File: src/rtl/mon_hs_pkg.sv
package mon_hs_pkg;

  localparam int EV_ACK   = 0;
  localparam int EV_END   = 1;
  localparam int EV_ABORT = 2;
  localparam int EV_RX    = 3;
  localparam int EV_COUNT = 4;

  // handshake bits are active low
  function automatic logic lvl_active(input logic lvl_n);
    return !lvl_n;
  endfunction

  function automatic logic became_active(input logic prev_n, input logic cur_n);
    return prev_n && !cur_n;
  endfunction

  function automatic logic became_quiet(input logic prev_n, input logic cur_n);
    return !prev_n && cur_n;
  endfunction

  function automatic logic nibble_matches(input logic [3:0] nib, input logic [3:0] code);
    return nib == code;
  endfunction

endpackage

File: src/rtl/mon_tx_side.sv
module mon_tx_side
  import mon_hs_pkg::*;
#(
  parameter int DATA_W = 8
) (
  input  logic              clk,
  input  logic              rst_n,
  input  logic              tick,
  input  logic [DATA_W-1:0] host_data,
  input  logic              host_wr,
  input  logic              host_mx_act,
  input  logic              host_mr_act,
  input  logic              far_mr_n,
  output logic [DATA_W-1:0] tx_byte,
  output logic              mx_n,
  output logic              mr_n,
  output logic              ack_hit,
  output logic              abort_hit
);

  localparam logic [DATA_W-1:0] IDLE_BYTE = '1;

  logic [DATA_W-1:0] tx_buf;
  logic              far_mr_q;
  logic              pending;
  logic              mark_new;

  assign mark_new  = tick && mx_n && host_mx_act;
  assign ack_hit   = tick && pending && lvl_active(mx_n) && lvl_active(far_mr_n);
  assign abort_hit = tick && became_quiet(far_mr_q, far_mr_n) && lvl_active(mx_n) && !pending;

  always_ff @(posedge clk or negedge rst_n) begin
    if (!rst_n) begin
      tx_buf <= IDLE_BYTE;
    end else if (host_wr) begin
      tx_buf <= host_data;
    end
  end

  always_ff @(posedge clk or negedge rst_n) begin
    if (!rst_n) begin
      tx_byte  <= IDLE_BYTE;
      mx_n     <= 1'b1;
      mr_n     <= 1'b1;
      far_mr_q <= 1'b1;
      pending  <= 1'b0;
    end else if (tick) begin
      tx_byte  <= tx_buf;
      mx_n     <= !host_mx_act;
      mr_n     <= !host_mr_act;
      far_mr_q <= far_mr_n;
      pending  <= host_mx_act && (mark_new || (pending && !ack_hit));
    end
  end

  assert_drive_follows_R2: assert property (@(posedge clk) disable iff (!rst_n)
    tick |=> (mx_n == !$past(host_mx_act)) && (mr_n == !$past(host_mr_act)));

  assert_hold_between_R2: assert property (@(posedge clk) disable iff (!rst_n)
    !tick |=> $stable(mx_n) && $stable(mr_n) && $stable(tx_byte));

  assert_ack_abort_excl_R6: assert property (@(posedge clk) disable iff (!rst_n)
    !(ack_hit && abort_hit));

endmodule

File: src/rtl/mon_rx_side.sv
module mon_rx_side
  import mon_hs_pkg::*;
#(
  parameter int          DATA_W    = 8,
  parameter logic [3:0]  PROG_CODE = 4'h1
) (
  input  logic              clk,
  input  logic              rst_n,
  input  logic              tick,
  input  logic              far_mx_n,
  input  logic [DATA_W-1:0] line_byte,
  input  logic              msg_done,
  output logic [DATA_W-1:0] rx_byte,
  output logic              prog_seq,
  output logic              rx_hit
);

  logic far_mx_q;
  logic first_pending;

  assign rx_hit = tick && became_active(far_mx_q, far_mx_n);

  always_ff @(posedge clk or negedge rst_n) begin
    if (!rst_n) begin
      far_mx_q      <= 1'b1;
      rx_byte       <= '0;
      prog_seq      <= 1'b0;
      first_pending <= 1'b1;
    end else begin
      if (tick) far_mx_q <= far_mx_n;
      if (rx_hit) begin
        rx_byte       <= line_byte;
        first_pending <= 1'b0;
        if (first_pending) prog_seq <= nibble_matches(line_byte[3:0], PROG_CODE);
      end else if (msg_done) begin
        first_pending <= 1'b1;
      end
    end
  end

  assert_prog_first_only_R8: assert property (@(posedge clk) disable iff (!rst_n)
    (rx_hit && !first_pending) |=> $stable(prog_seq));

  assert_capture_on_edge_R7: assert property (@(posedge clk) disable iff (!rst_n)
    rx_hit |=> rx_byte == $past(line_byte));

endmodule

File: src/rtl/mon_idle_track.sv
module mon_idle_track #(
  parameter int IDLE_FRAMES = 2
) (
  input  logic clk,
  input  logic rst_n,
  input  logic tick,
  input  logic bus_mx_n,
  input  logic bus_mr_n,
  input  logic start_req,
  output logic busy,
  output logic end_hit
);

  localparam int CNT_W = $clog2(IDLE_FRAMES + 1);
  localparam logic [CNT_W-1:0] CNT_MAX  = CNT_W'(IDLE_FRAMES);
  localparam logic [CNT_W-1:0] CNT_LAST = CNT_W'(IDLE_FRAMES - 1);

  logic [CNT_W-1:0] quiet_cnt;
  logic             quiet;

  assign quiet   = bus_mx_n && bus_mr_n;
  assign end_hit = tick && busy && quiet && (quiet_cnt >= CNT_LAST);

  always_ff @(posedge clk or negedge rst_n) begin
    if (!rst_n) begin
      quiet_cnt <= CNT_MAX;
      busy      <= 1'b0;
    end else if (tick) begin
      if (!quiet)                  quiet_cnt <= '0;
      else if (quiet_cnt != CNT_MAX) quiet_cnt <= quiet_cnt + 1'b1;
      if (!quiet || start_req)     busy <= 1'b1;
      else if (end_hit)            busy <= 1'b0;
    end
  end

  assert_busy_clears_on_end_R3: assert property (@(posedge clk) disable iff (!rst_n)
    $fell(busy) |-> $past(end_hit));

  assert_no_end_when_active_R4: assert property (@(posedge clk) disable iff (!rst_n)
    (tick && !quiet) |-> !end_hit);

endmodule

File: src/rtl/mon_evt_flags.sv
module mon_evt_flags #(
  parameter int NUM_EVT = 4
) (
  input  logic               clk,
  input  logic               rst_n,
  input  logic [NUM_EVT-1:0] hits,
  input  logic               clr,
  output logic [NUM_EVT-1:0] pulses,
  output logic [NUM_EVT-1:0] sticky
);

  for (genvar i = 0; i < NUM_EVT; i++) begin : g_evt
    always_ff @(posedge clk or negedge rst_n) begin
      if (!rst_n) begin
        pulses[i] <= 1'b0;
        sticky[i] <= 1'b0;
      end else begin
        pulses[i] <= hits[i];
        sticky[i] <= pulses[i] || (sticky[i] && !clr);
      end
    end

    assert_pulse_single_R10: assert property (@(posedge clk) disable iff (!rst_n)
      pulses[i] |=> !pulses[i]);

    assert_sticky_set_R9: assert property (@(posedge clk) disable iff (!rst_n)
      pulses[i] |=> sticky[i]);
  end

endmodule

File: src/rtl/mon_hs_ctrl.sv
module mon_hs_ctrl
  import mon_hs_pkg::*;
#(
  parameter int DATA_W      = 8,
  parameter int IDLE_FRAMES = 2
) (
  input  logic              clk,
  input  logic              rst_n,
  input  logic              frm_tick,
  input  logic [DATA_W-1:0] host_tx_data,
  input  logic              host_tx_wr,
  input  logic              host_mx_act,
  input  logic              host_mr_act,
  input  logic              host_sts_rd,
  input  logic [DATA_W-1:0] line_rx_byte,
  input  logic              line_mx_in,
  input  logic              line_mr_in,
  output logic [DATA_W-1:0] line_tx_byte,
  output logic              line_mx_out,
  output logic              line_mr_out,
  output logic              chan_active,
  output logic [DATA_W-1:0] rx_byte,
  output logic              prog_seq,
  output logic              ev_ack,
  output logic              ev_end,
  output logic              ev_abort,
  output logic              ev_rx,
  output logic [EV_COUNT-1:0] sts_flags
);

  // named internal events
  logic                ack_hit;
  logic                abort_hit;
  logic                rx_hit;
  logic                end_hit;
  logic                bus_mx_n;
  logic                bus_mr_n;
  logic [EV_COUNT-1:0] hits;
  logic [EV_COUNT-1:0] pulses;

  mon_tx_side #(.DATA_W(DATA_W)) u_tx (
    .clk        (clk),
    .rst_n      (rst_n),
    .tick       (frm_tick),
    .host_data  (host_tx_data),
    .host_wr    (host_tx_wr),
    .host_mx_act(host_mx_act),
    .host_mr_act(host_mr_act),
    .far_mr_n   (line_mr_in),
    .tx_byte    (line_tx_byte),
    .mx_n       (line_mx_out),
    .mr_n       (line_mr_out),
    .ack_hit    (ack_hit),
    .abort_hit  (abort_hit)
  );

  mon_rx_side #(.DATA_W(DATA_W)) u_rx (
    .clk      (clk),
    .rst_n    (rst_n),
    .tick     (frm_tick),
    .far_mx_n (line_mx_in),
    .line_byte(line_rx_byte),
    .msg_done (end_hit),
    .rx_byte  (rx_byte),
    .prog_seq (prog_seq),
    .rx_hit   (rx_hit)
  );

  // open-drain bus: active (0) if either side drives it
  assign bus_mx_n = line_mx_out && line_mx_in;
  assign bus_mr_n = line_mr_out && line_mr_in;

  mon_idle_track #(.IDLE_FRAMES(IDLE_FRAMES)) u_idle (
    .clk      (clk),
    .rst_n    (rst_n),
    .tick     (frm_tick),
    .bus_mx_n (bus_mx_n),
    .bus_mr_n (bus_mr_n),
    .start_req(host_mx_act || host_mr_act),
    .busy     (chan_active),
    .end_hit  (end_hit)
  );

  always_comb begin
    hits           = '0;
    hits[EV_ACK]   = ack_hit;
    hits[EV_END]   = end_hit;
    hits[EV_ABORT] = abort_hit;
    hits[EV_RX]    = rx_hit;
  end

  mon_evt_flags #(.NUM_EVT(EV_COUNT)) u_flags (
    .clk   (clk),
    .rst_n (rst_n),
    .hits  (hits),
    .clr   (host_sts_rd),
    .pulses(pulses),
    .sticky(sts_flags)
  );

  assign ev_ack   = pulses[EV_ACK];
  assign ev_end   = pulses[EV_END];
  assign ev_abort = pulses[EV_ABORT];
  assign ev_rx    = pulses[EV_RX];

  assert_end_drops_active_R4: assert property (@(posedge clk) disable iff (!rst_n)
    $fell(chan_active) |-> ev_end);

endmodule

File: config.mk
export PLATFORM = sky130hd
export DESIGN_NAME = mon_hs_ctrl
export DESIGN_NICKNAME = d
export VERILOG_FILES = /design/src/rtl/mon_hs_pkg.sv /design/src/rtl/mon_tx_side.sv /design/src/rtl/mon_rx_side.sv /design/src/rtl/mon_idle_track.sv /design/src/rtl/mon_evt_flags.sv /design/src/rtl/mon_hs_ctrl.sv
export SDC_FILE = /design/constraint.sdc
export NUM_CORES = 1
export LEC_CHECK = 0
export ABC_AREA = 1
export ABC_CLOCK_PERIOD_IN_PS = 1500
export BUFFER_PORTS_ARGS = -buffer_cell sky130_fd_sc_hd__buf_4
export CAP_MARGIN = 20
export CORE_MARGIN = 4
export CORE_UTILIZATION = 50
export CTS_CLUSTER_DIAMETER = 30
export DETAILED_ROUTE_END_ITERATION = 8
export HOLD_SLACK_MARGIN = 0.1
export PLACE_DENSITY = 0.78
export SLEW_MARGIN = 0
export SYNTH_ARGS = -nofsm -noshare
export SYNTH_HDL_FRONTEND = slang
export SYNTH_SLANG_ARGS = --single-unit
File: constraint.sdc
create_clock -name clk -period 1.5 [get_ports clk]
set_input_delay 0.075 -clock clk [delete_from_list [all_inputs] [get_ports clk]]
set_output_delay 0.075 -clock clk [all_outputs]
set_load 0.01 [all_outputs]
=== Word level (Yosys, flattened, before mapping) ===
Cells that the tools add are included.
W data, S select, Z words.

* Reductions and logical operators: 45
* Add/sub/neg operators: 1
* Eq/ne operators: 3
* Mux-type cells: 6
* Magnitude comparators: 1

{| class="wikitable"
|+ Operators with widths
! kind !! number
|-
| $logic_and A1 B1 Y1 || 23
|-
| $logic_not A1 Y1 || 10
|-
| $logic_or A1 B1 Y1 || 7
|-
| $reduce_and A2 Y1 || 3
|-
| $eq A4 B1 Y1 const B || 1
|-
| $mux W1 || 4
|-
| $mux W2 || 2
|-
| $ne A2 B2 Y1 const B || 2
|-
| $reduce_bool A2 Y1 || 2
|-
| $add A2 B1 Y2 const B || 1
|-
| $ge A2 B1 Y1 const B || 1
|}

* Flip-flop bits (word level): 42
* Output and inout port bits: 28
* Word-level logic and storage cells: 76
* Input port bits: 25

=== Logic depth before layout (Yosys ltp) ===
Gate-level depths: netlist (run 1).

* Depth in word-level cells: 7
* Depth in mapped cells: 6
* Depth with buffers taken out: 6

=== Cells and area by module ===
Synthesis (run 1) repeated with hierarchy kept, for this count alone.

* Cell total of the unflattened synthesis: 187
* Area, all modules: 1775.5 µm²

{| class="wikitable"
|+ Modules (own cells, without submodules)
! module !! cells each !! times used !! area an instance (µm²) !! seq. area each (µm²)
|-
| mon_tx_side || 83 || 1 || 842.1 || 524.3
|-
| mon_rx_side || 52 || 1 || 469.2 || 277.8
|-
| mon_evt_flags || 21 || 1 || 249.0 || 200.2
|-
| mon_idle_track || 24 || 1 || 188.9 || 76.3
|-
| mon_hs_ctrl || 7 || 1 || 26.3 || 0.0
|}

=== Worst setup path after synthesis (run 1) ===
No wires, ideal clock.

* Kind: reg2reg
* Start: reg u_idle.quiet_cnt[1]
* End: reg u_idle.busy
* Setup slack: 389 ps
* Setup time: 117 ps
* Cell stages (with the launch flop): 7
* Clock period less this slack: 1111 ps
* Buffers on the path: 0
* Arrival: 995 ps
* Required time: 1383 ps
* Cells stage by stage: dfstp_2 > inv_1 > ha_1 > nor2_2 > nand2_2 > nand2_1 > nand2_1

* Longest elaborated chain between the ends: 4

{| class="wikitable"
|+ RTL lines
! element !! RTL line !! source
|-
| start, declared || mon_idle_track.sv:18 || <nowiki>logic [CNT_W-1:0] quiet_cnt;</nowiki>
|-
| start signal, assigned || mon_idle_track.sv:30 || <nowiki>else if (quiet_cnt != CNT_MAX) quiet_cnt <= quiet_cnt + 1'b1;</nowiki>
|-
| $ge A2 B1 Y1 || mon_idle_track.sv:22 || <nowiki>assign end_hit = tick && busy && quiet && (quiet_cnt >= CNT_LAST);</nowiki>
|-
| $logic_and A1 B1 Y1 || mon_idle_track.sv:22 ||
|-
| $reduce_bool A2 Y1 (no source line) || - ||
|-
| $reduce_and A2 Y1 (no source line) || - ||
|-
| end signal, assigned || mon_idle_track.sv:27 || <nowiki>busy <= 1'b0;</nowiki>
|-
| end signal, assigned || mon_idle_track.sv:31 || <nowiki>if (!quiet || start_req) busy <= 1'b1;</nowiki>
|-
| end signal, assigned || mon_idle_track.sv:32 || <nowiki>else if (end_hit) busy <= 1'b0;</nowiki>
|-
| end, declared || mon_idle_track.sv:10 || <nowiki>output logic busy,</nowiki>
|}

Every way passes these cells.
A chain may end at the register's enable or synchronous reset.

=== Worst setup path in the final report (run 1) ===
* Start: in frm_tick
* End: reg u_tx.pending

* Longest elaborated chain between the ends: 7
* Elaborated cells on any way between the ends: 9
* Classes of those cells: reduce/logical: 9

{| class="wikitable"
|+ RTL lines
! element !! RTL line !! source
|-
| start, declared || mon_hs_ctrl.sv:9 || <nowiki>input logic frm_tick,</nowiki>
|-
| $logic_and A1 B1 Y1 (3 in series) || mon_tx_side.sv:29 || <nowiki>assign ack_hit = tick && pending && lvl_active(mx_n) && lvl_active(far_mr_n);</nowiki>
|-
| $logic_not A1 Y1 || mon_tx_side.sv:52 || <nowiki>pending <= host_mx_act && (mark_new || (pending && !ack_hit));</nowiki>
|-
| $logic_and A1 B1 Y1 || mon_tx_side.sv:52 ||
|-
| $logic_or A1 B1 Y1 || mon_tx_side.sv:52 ||
|-
| $logic_and A1 B1 Y1 || mon_tx_side.sv:52 ||
|-
| end signal, assigned || mon_tx_side.sv:52 ||
|-
| end, declared || mon_tx_side.sv:25 || <nowiki>logic pending;</nowiki>
|}

Several ways; a longest one is shown, not always the timed one.

==> out/summary.txt, run 1 <==
antenna cell count - 0
initial antenna violation count - 0
Synth Cell Area - 0.00169 mm²
sequential area share after synthesis - 63.7%
Avg Vias per Cell - 4.67
Die H - 66.2 µm
Sw Share - 26.1%
drt first pass iters - 4
non-filler cells, final - 307
Yosys warning total - 0
maximum VDD drop - 0.682 mV
H-tree depth - 2
ANT nets after route - 0
GP Congestion - 0.769
# port buffers - 52
GRT met3 Usage - 7.65%
Fillers - 202
WP data required - 1.76 ns
Crit Path Class - primary input to flop
pin count of the biggest net entering global routing - 43
Area Growth Syn to Fin - 49.4%
max-slew violations - 0
Peak Freq - 750 MHz
Worst setup EP type - flop
clock slew at reported path FFs - 0.13 ns
Clock power frac - 28.0%
Rows - 20
fin crit period - 1.33 ns
max_cap viols - 0
Synthesized Nets - 200
largest cells by area after synthesis - dfstp_2, dfrtp_1, nand2_1, inv_1, o21ai_0
grt met2 use - 37.4%
critical path arrival - 1.59 ns
layout cells sized above 1 - 34.6%
Switch Pwr - 670 µW
layer with the highest usage - met2
RSZ-0062 raised after global routing - no
Clock Sinks - 42
count leader, synth - nand2_1
design area - 0.00253 mm²
status - finished, final reports clean
Clock Tree Buf Depth - 2
Int Pwr - 1890 µW
post-cts gate resize count - 0
Yosys reg bits - 42
PwrDens - 1010 mW/mm²
post-CTS setup buffers - 0
commonest cells in the netlist - nand2_1, inv_1, dfstp_2
Avg Cell Area, Syn - 9.79 µm²
post-route DRC violation count - 0
core area - 0.00315 mm²
Final Cycle Share - 88.9%
synth unique cells - 20
die area - 0.00438 mm²
vias in the first global route - 1505
Final Hold Fails - 0
FF+latch area - 0.00108 mm²
HPWL after DPL - 2.43 mm
global-route usage over all layers - 21.2%
Tot Pwr - 2560 µW
placed cell areas - 0.00211 mm²
cells after synthesis - 173
Comb pwr share - 19.4%
GRT met1 Usage - 23.2%
detailed-route wire length - 3.95 mm
area leader, netlist - dfstp_2
area taken by multi-input logic gates - 480 µm²
hold_buf cts - 34
Worst slew margin - 61.4%
P_leak - 0.00125 µW
worst slew pin tran - 0.579 ns
clk_skew - 0.00796 ns
Final Setup Violations - 0
CTS tree - done
Layout Nets - 289
CTS root buffer - clkbuf_4
Die Wd - 66.2 µm
DRT iter0 DRCs - 81
crit-path max FO - 12
ys flop type - dfstp_2
top-area cell type share of the netlist area - 34.1%
placed cells - 265
via count - 1433
clk_lat worst skew - 0.35 ns
Final Util - 80.3%
ys async rst share - 100%
routed len/inst - 12.9 µm
wire length of the first global-routing pass - 6.90 mm
Post-synth EDFFs - 0
Worst setup SP type - primary input
sequential share of power - 52.6%
global route overflow - 0
total CTS buffers - 5
I/O pin cnt - 53
initial core utilization - 53.7%
setup_tns - 0 ns
HP Class - primary input to asynchronous set/reset pin
==> power groups by stage <==
| stage | clock [µW] | sequential (µW) | combinational [µW] |
|---|---|---|---|
| 2_1_floorplan | 0 | 1400 | 142 |
| 3_3_place_gp | 0 | 1360 | 406 |
| 3_5_place_dp | 0 | 1360 | 424 |
| 4_1_cts | 722 | 1350 | 493 |
| 5_1_grt | 793 | 1360 | 551 |
| 6_report | 716 | 1350 | 497 |
==> critical path: stages <==
cell           delay, ns
dlygate4sd3_1       0.53
buf_4               0.18
nand2_1             0.07
dlygate4sd3_1       0.55
inv_1               0.05
nand3_1             0.06
o21ai_0             0.07
==> layout by cell type (no fill, tap or decap), drive strengths merged <==
cell type / netlist / final
nand2: 56 / 56
buf: 5 / 53
dlygate4sd3: 0 / 34
inv: 27 / 27
o21ai: 23 / 23
dfstp: 22 / 22
dfrtp: 20 / 20
clkbuf: 0 / 5
o21bai: 4 / 4
nand4: 4 / 4
nor2: 4 / 4
nand3: 3 / 3
ha: 2 / 2
clkinv: 0 / 2
a21oi: 2 / 2
nor3: 1 / 1
bufinv: 0 / 1
==> sequential cells by signal, indices dropped and copies added, names as in the netlist, 2 cells and up <==
register          count
u_flags.sticky        4
u_flags.pulses        4
u_rx.rx_byte          8
u_idle.quiet_cnt      2
u_tx.tx_byte          8
u_tx.tx_buf           8
==> layout make-up <==
type                            count  area share [%]
Clock buffer                        5            1.48
Clock inverter                      3            1.58
Inverter                           27            4.00
Multi-Input combinational cell     99            19.0
Sequential cell                    42            42.6
Tap cell                           44            2.17
Timing Repair Buffer               87            29.2
==> through the flow <==
step	hold slack (ns)	setup slack, ns
detailed placement	0.0816	0.338
finish	0.207	0.166
floorplan	-0.221	0.389
global route	0.219	0.0811
global placement	0.0734	0.364
CTS	0.225	0.191
==> metal layers <==
layer | part of all wire, % | vias up
met1 | 40 | 662
met4 | 2.6 | 0
met3 | 6.0 | 10
li1 | - | 716
met5 | 0 | -
met2 | 51 | 45
==> cell families (layout without fill, tap and decap cells) <==
group	count (synthesis)	count (layout)	synth area share, %
adder cells (fa/ha/maj)	2	2	1.48
buffers and inverters	32	122	7.98
AO/OA/AOI/OAI	29	29	10.0
AND/OR/NAND/NOR	68	68	16.8
flip-flops	42	42	63.7
==> worst paths after layout <==
check | from | endpoint | slack, ns | depth (start not counted)
worst max-delay path | frm_tick | u_tx.pending | 0.17 | 7
worst min-delay path | rst_n | u_rx.rx_byte[2] | 0.21 | 2
worst max register to register | u_rx.far_mx_q | u_rx.rx_byte[7] | 0.29 | 4
worst min register to register | u_tx.far_mr_q | u_tx.far_mr_q | 0.48 | 2
max in group asynchronous | rst_n | u_tx.tx_byte[6] | 0.91 | 2
min in group clk | host_mr_act | u_tx.mr_n | 0.44 | 3
Note: power is estimated with default switching activity, not from simulation.
==> run 2, diff against run 1 <==
--- a/config.mk
+++ b/config.mk
@@ -13,8 +13,10 @@
 export CORE_UTILIZATION = 50
 export CTS_CLUSTER_DIAMETER = 30
 export DETAILED_ROUTE_END_ITERATION = 8
+export GPL_TIMING_DRIVEN = 0
 export HOLD_SLACK_MARGIN = 0.1
 export PLACE_DENSITY = 0.78
+export REMOVE_ABC_BUFFERS = 1
 export SLEW_MARGIN = 0
 export SYNTH_ARGS = -nofsm -noshare
 export SYNTH_HDL_FRONTEND = slang
==> out/summary.txt, run 2 (synthesis gave the netlist of run 1 again) <==
status - finished, final reports clean
setup_tns - 0 ns
Worst slew margin - 61.5%
Avg Vias per Cell - 4.76
total CTS buffers - 5
layout cells sized above 1 - 34.7%
H-tree depth - 2
Fillers - 214
Area Growth Syn to Fin - 48.2%
wire length of the first global-routing pass - 6.89 mm
Clock Sinks - 42
maximum VDD drop - 0.654 mV
Die H - 66.2 µm
Worst setup EP type - flop
WP data required - 1.73 ns
RSZ-0062 raised after global routing - no
worst slew pin tran - 0.577 ns
DRT iter0 DRCs - 77
pin count of the biggest net entering global routing - 43
initial antenna violation count - 0
die area - 0.00438 mm²
detailed-route wire length - 4.10 mm
antenna cell count - 0
Largest regs - u_rx.rx_byte (8), u_tx.tx_buf (8), u_tx.tx_byte (8)
routed len/inst - 13.4 µm
Final Cycle Share - 91.1%
# port buffers - 52
initial core utilization - 53.7%
Worst Slack Setup Final - 0.133 ns
via count - 1457
max_cap viols - 0
HPWL after DPL - 2.50 mm
Crit Path Class - primary input to flop
crit-path max FO - 12
area taken by multi-input logic gates - 485 µm²
Layout Nets - 288
commonest non-fill, non-tap cell in the layout - nand2_1
Rows - 20
critical path arrival - 1.59 ns
CP cell instances - dlygate4sd3_1 > buf_4 > nand2_1 > dlygate4sd3_1 > inv_1 > nand3_1 > o21ai_0
vias in the first global route - 1524
max-slew violations - 0
global-route usage over all layers - 21.0%
clk_lat worst skew - 0.33 ns
HP Class - primary input to asynchronous set/reset pin
post-route DRC violation count - 0
clk_skew - 0.00684 ns
CTS tree - done
PwrDens - 958 mW/mm²
clock slew at reported path FFs - 0.12 ns
Worst setup SP type - primary input
Die Wd - 66.2 µm
FF+latch area - 0.00108 mm²
CTS root buffer - clkbuf_4
drt first pass iters - 4
Final Util - 79.6%
core area - 0.00315 mm²
Final Hold Fails - 0
CP dominant cell by count - dlygate4sd3_1
P_leak - 0.00124 µW
I/O pin cnt - 53
GP Congestion - 0.745
ANT nets after route - 0
CP max-delay cell - dlygate4sd3_1
Peak Freq - 732 MHz
global route overflow - 0
fin crit period - 1.37 ns
Final Setup Violations - 0
Setup WS pre-CTS - 0.0178 ns
Clock Tree Buf Depth - 2
commonest cells after routing, fill and taps aside - nand2_1, buf_4, dlygate4sd3_1
Critical Path Max Stage Delay - 0.54 ns
-- run 2: changes by cell type in the layout (fill, tap and decap cells not counted) --
cell       delta
buf_4         -1
bufinv_16     -1
clkbuf_1      +1
clkbuf_8      +1
clkinv_2      -1
inv_1         -1
inv_2         +1
nand3_1       -1
nand3_2       +1
-- run 2: routing by layer --
layer | part of all wire (%) | track usage, % | vias up
met2 | 54 | 37.3 | 38
met4 | 2.8 | 9.14 | 0
met3 | 4.3 | 4.59 | 12
met5 | 0 | 0 | -
li1 | - | - | 710
met1 | 39 | 23.9 | 697
-- run 2: layout make-up --
cell class | count | area share (%)
clock buffers | 7 | 2.19
well taps | 44 | 2.19
flip-flops and latches | 42 | 42.9
multi-input cells | 99 | 19.3
repair buffers | 86 | 29.1
clock inverters | 1 | 0.199
inverters | 27 | 4.04
-- run 2: path summary, 6_finish.rpt --
kind,startpoint,endpoint,slack [ns],cells after the start
min in group clk,host_mr_act,u_tx.mr_n,0.44,3
min,rst_n,u_idle.busy,0.25,2
min reg2reg,u_tx.tx_buf[5],u_tx.tx_buf[5],0.49,2
max reg2reg,u_rx.far_mx_q,u_rx.rx_byte[5],0.28,4
max,frm_tick,u_tx.pending,0.13,7
max in group asynchronous,rst_n,u_idle.quiet_cnt[1],0.87,2
-- run 2: worst max-delay path: cells and delay by family --
kind	cells	cell delay [ns]
buffers and inverters	4	1.30
AOI/OAI and AO/OA	1	0.08
and+or+nand+nor	2	0.13
-- run 2: metrics by stage --
| stage | power [µW] | hold slack, ns | cells | instance area, µm² |
|---|---|---|---|---|
| floorplan | 1530 | -0.221 | 168 | 1660 |
| global placement | 1760 | 0.0700 | 264 | 2110 |
| detailed placement | 1780 | 0.0805 | 264 | 2110 |
| CTS | 2410 | 0.257 | 306 | 2510 |
| global route | 2540 | 0.300 | 306 | 2510 |
| finish | 2410 | 0.246 | 306 | 2510 |
-- run 2: where the power goes --
group / total (µW) / internal, µW / switching (µW)
logic: 490 / 258 / 232
registers: 1350 / 1290 / 61.2
clock network: 568 / 228 / 341
-- run 2: timing repair --
action | 4_1_cts | 5_1_grt
endpoints found under the setup margin | 1 | 5
setup buffers | 0 | 0
cloned | 0 | 0
pin swaps | 0 | 0
endpoints found under the hold margin | 73 | 0
resized for setup | 1 | 1
hold buffers | 34 | 0
==> run 3, diff against run 2 <==
--- a/config.mk
+++ b/config.mk
@@ -16,6 +16,7 @@
 export GPL_TIMING_DRIVEN = 0
 export HOLD_SLACK_MARGIN = 0.1
 export PLACE_DENSITY = 0.78
+export RECOVER_POWER = 50
 export REMOVE_ABC_BUFFERS = 1
 export SLEW_MARGIN = 0
 export SYNTH_ARGS = -nofsm -noshare
==> out/summary.txt, run 3 (synthesis gave the netlist of run 1 again) <==
Die Wd - 66.2 µm
Switch Pwr - 626 µW
setup_tns - 0 ns
core area - 0.00315 mm²
crit-path max FO - 12
PwrDens - 959 mW/mm²
Critical Path Max Stage Delay - 0.54 ns
global route overflow - 0
Worst path depth - 7
Final Setup Violations - 0
ANT nets after route - 0
commonest non-fill, non-tap cell in the layout - nand2_1
die area - 0.00438 mm²
detailed-route wire length - 4.09 mm
critical path endpoint - u_tx.pending
crit path launch - frm_tick
Int Pwr - 1750 µW
Sw Share - 26.3%
RSZ-0062 raised after global routing - no
clk_skew - 0.00670 ns
Rows - 20
worst slew pin tran - 0.963 ns
sequential share of power - 56.6%
CTS root buffer - clkbuf_4
Clock power frac - 23.6%
clk_lat worst skew - 0.33 ns
Final Cycle Share - 91.3%
wire length of the first global-routing pass - 6.89 mm
max_cap viols - 0
HPWL after DPL - 2.50 mm
status - finished, final reports clean
R2R setup slack - 0.24 ns
P_leak - 0.00120 µW
r2r endpoint - u_rx.rx_byte[5]
global-route usage over all layers - 21.0%
Die H - 66.2 µm
drt first pass iters - 4
CP max-delay cell - dlygate4sd3_1
routed len/inst - 13.4 µm
CP top delay family - buffers and inverters
GP Congestion - 0.745
Clock Sinks - 42
RR Startpoint - u_rx.far_mx_q
max-slew violations - 0
critical path arrival - 1.59 ns
Largest regs - u_rx.rx_byte (8), u_tx.tx_buf (8), u_tx.tx_byte (8)
initial antenna violation count - 0
# port buffers - 52
post-route DRC violation count - 0
CTS tree - done
Area Growth Syn to Fin - 46.3%
Final Hold Fails - 0
DRT iter0 DRCs - 75
H-tree depth - 2
layout cells sized above 1 - 30.9%
Worst setup SP type - primary input
non-filler cells, final - 306
Peak Freq - 730 MHz
R2R depth - 4
Worst setup EP type - flop
maximum VDD drop - 0.651 mV
antenna cell count - 0
pin count of the biggest net entering global routing - 43
commonest cells after routing, fill and taps aside - nand2_1, buf_4, dlygate4sd3_1
Layout Nets - 288
initial core utilization - 53.7%
clock slew at reported path FFs - 0.12 ns
via count - 1452
Buf+Inv Stages, Crit Path - 4
placed cells - 264
CP dominant cell by count - dlygate4sd3_1
WP data required - 1.73 ns
Fillers - 223
Avg Vias per Cell - 4.75
fin crit period - 1.37 ns
Worst slew margin - 35.8%
Clock Tree Buf Depth - 2
vias in the first global route - 1524
CP cell instances - dlygate4sd3_1 > buf_4 > nand2_1 > dlygate4sd3_1 > inv_1 > nand3_1 > o21ai_0
total CTS buffers - 5
HP Class - primary input to asynchronous set/reset pin
Crit Path Class - primary input to flop
I/O pin cnt - 53
Comb pwr share - 19.8%
run 3: changes by cell type in the layout (fill, tap and decap cells not counted):
cell	delta
clkbuf_1	+8
dfstp_1	+2
clkbuf_2	+1
buf_4	-9
dfstp_2	-2
run 3: routing by layer:
| layer | global-route usage, % | share of wire, % |
|---|---|---|
| met4 | 9.14 | 2.8 |
| met1 | 23.9 | 39 |
| met2 | 37.3 | 54 |
| met3 | 4.59 | 4.3 |
| met5 | 0 | 0 |
run 3: power groups by stage:
stage | logic, µW | clock network [µW] | registers (µW)
after floorplan | 129 | 0 | 1400
after global placement | 404 | 0 | 1360
after detailed placement | 416 | 0 | 1370
after CTS | 487 | 577 | 1350
after global routing | 524 | 633 | 1360
final | 471 | 560 | 1350
run 3: area by class of cell:
cell class                 count  area (µm²)  share of cell area [%]
inverter                      27         101                    4.09
timing repair buffer          86         698                    28.2
clock inverter                 1        5.00                   0.202
tap                           44        55.1                    2.22
clock buffer                   7        55.1                    2.22
multi-input combinational     99         485                    19.6
sequential                    42        1080                    43.5
run 3: worst min-delay path by stage:
stage	startpoint	end	slack [ns]	cells after the start
4_1_cts	rst_n	u_idle.busy	0.26	2
5_1_grt	host_mr_act	u_tx.mr_n	0.44	3
2_1_floorplan	rst_n	u_flags.pulses[0]	-0.22	0
3_5_place_dp	rst_n	u_idle.quiet_cnt[0]	0.08	1
3_3_place_gp	rst_n	u_idle.busy	0.07	1
6_report	rst_n	u_idle.busy	0.43	2
run 3: repair_timing:
item / 4_1_cts / 5_1_grt
hold buffers: 34 / 0
gates resized for setup: 1 / 1
buffers inserted: 0 / 0
endpoints found under the setup margin: 1 / 5
hold endpoints to repair: 73 / 0
run 3: stage by stage:
stage	util, %	setup WS, ns	cell area, µm²	hold WS, ns	power (µW)
detailed placement	66.8	0.0178	2110	0.0805	1780
global placement	66.8	0.0701	2110	0.0700	1760
floorplan	-	0.267	1660	-0.221	1530
finish	78.6	0.131	2480	0.432	2380
global route	78.6	0.0239	2480	0.443	2520
CTS	79.5	0.0663	2510	0.257	2410
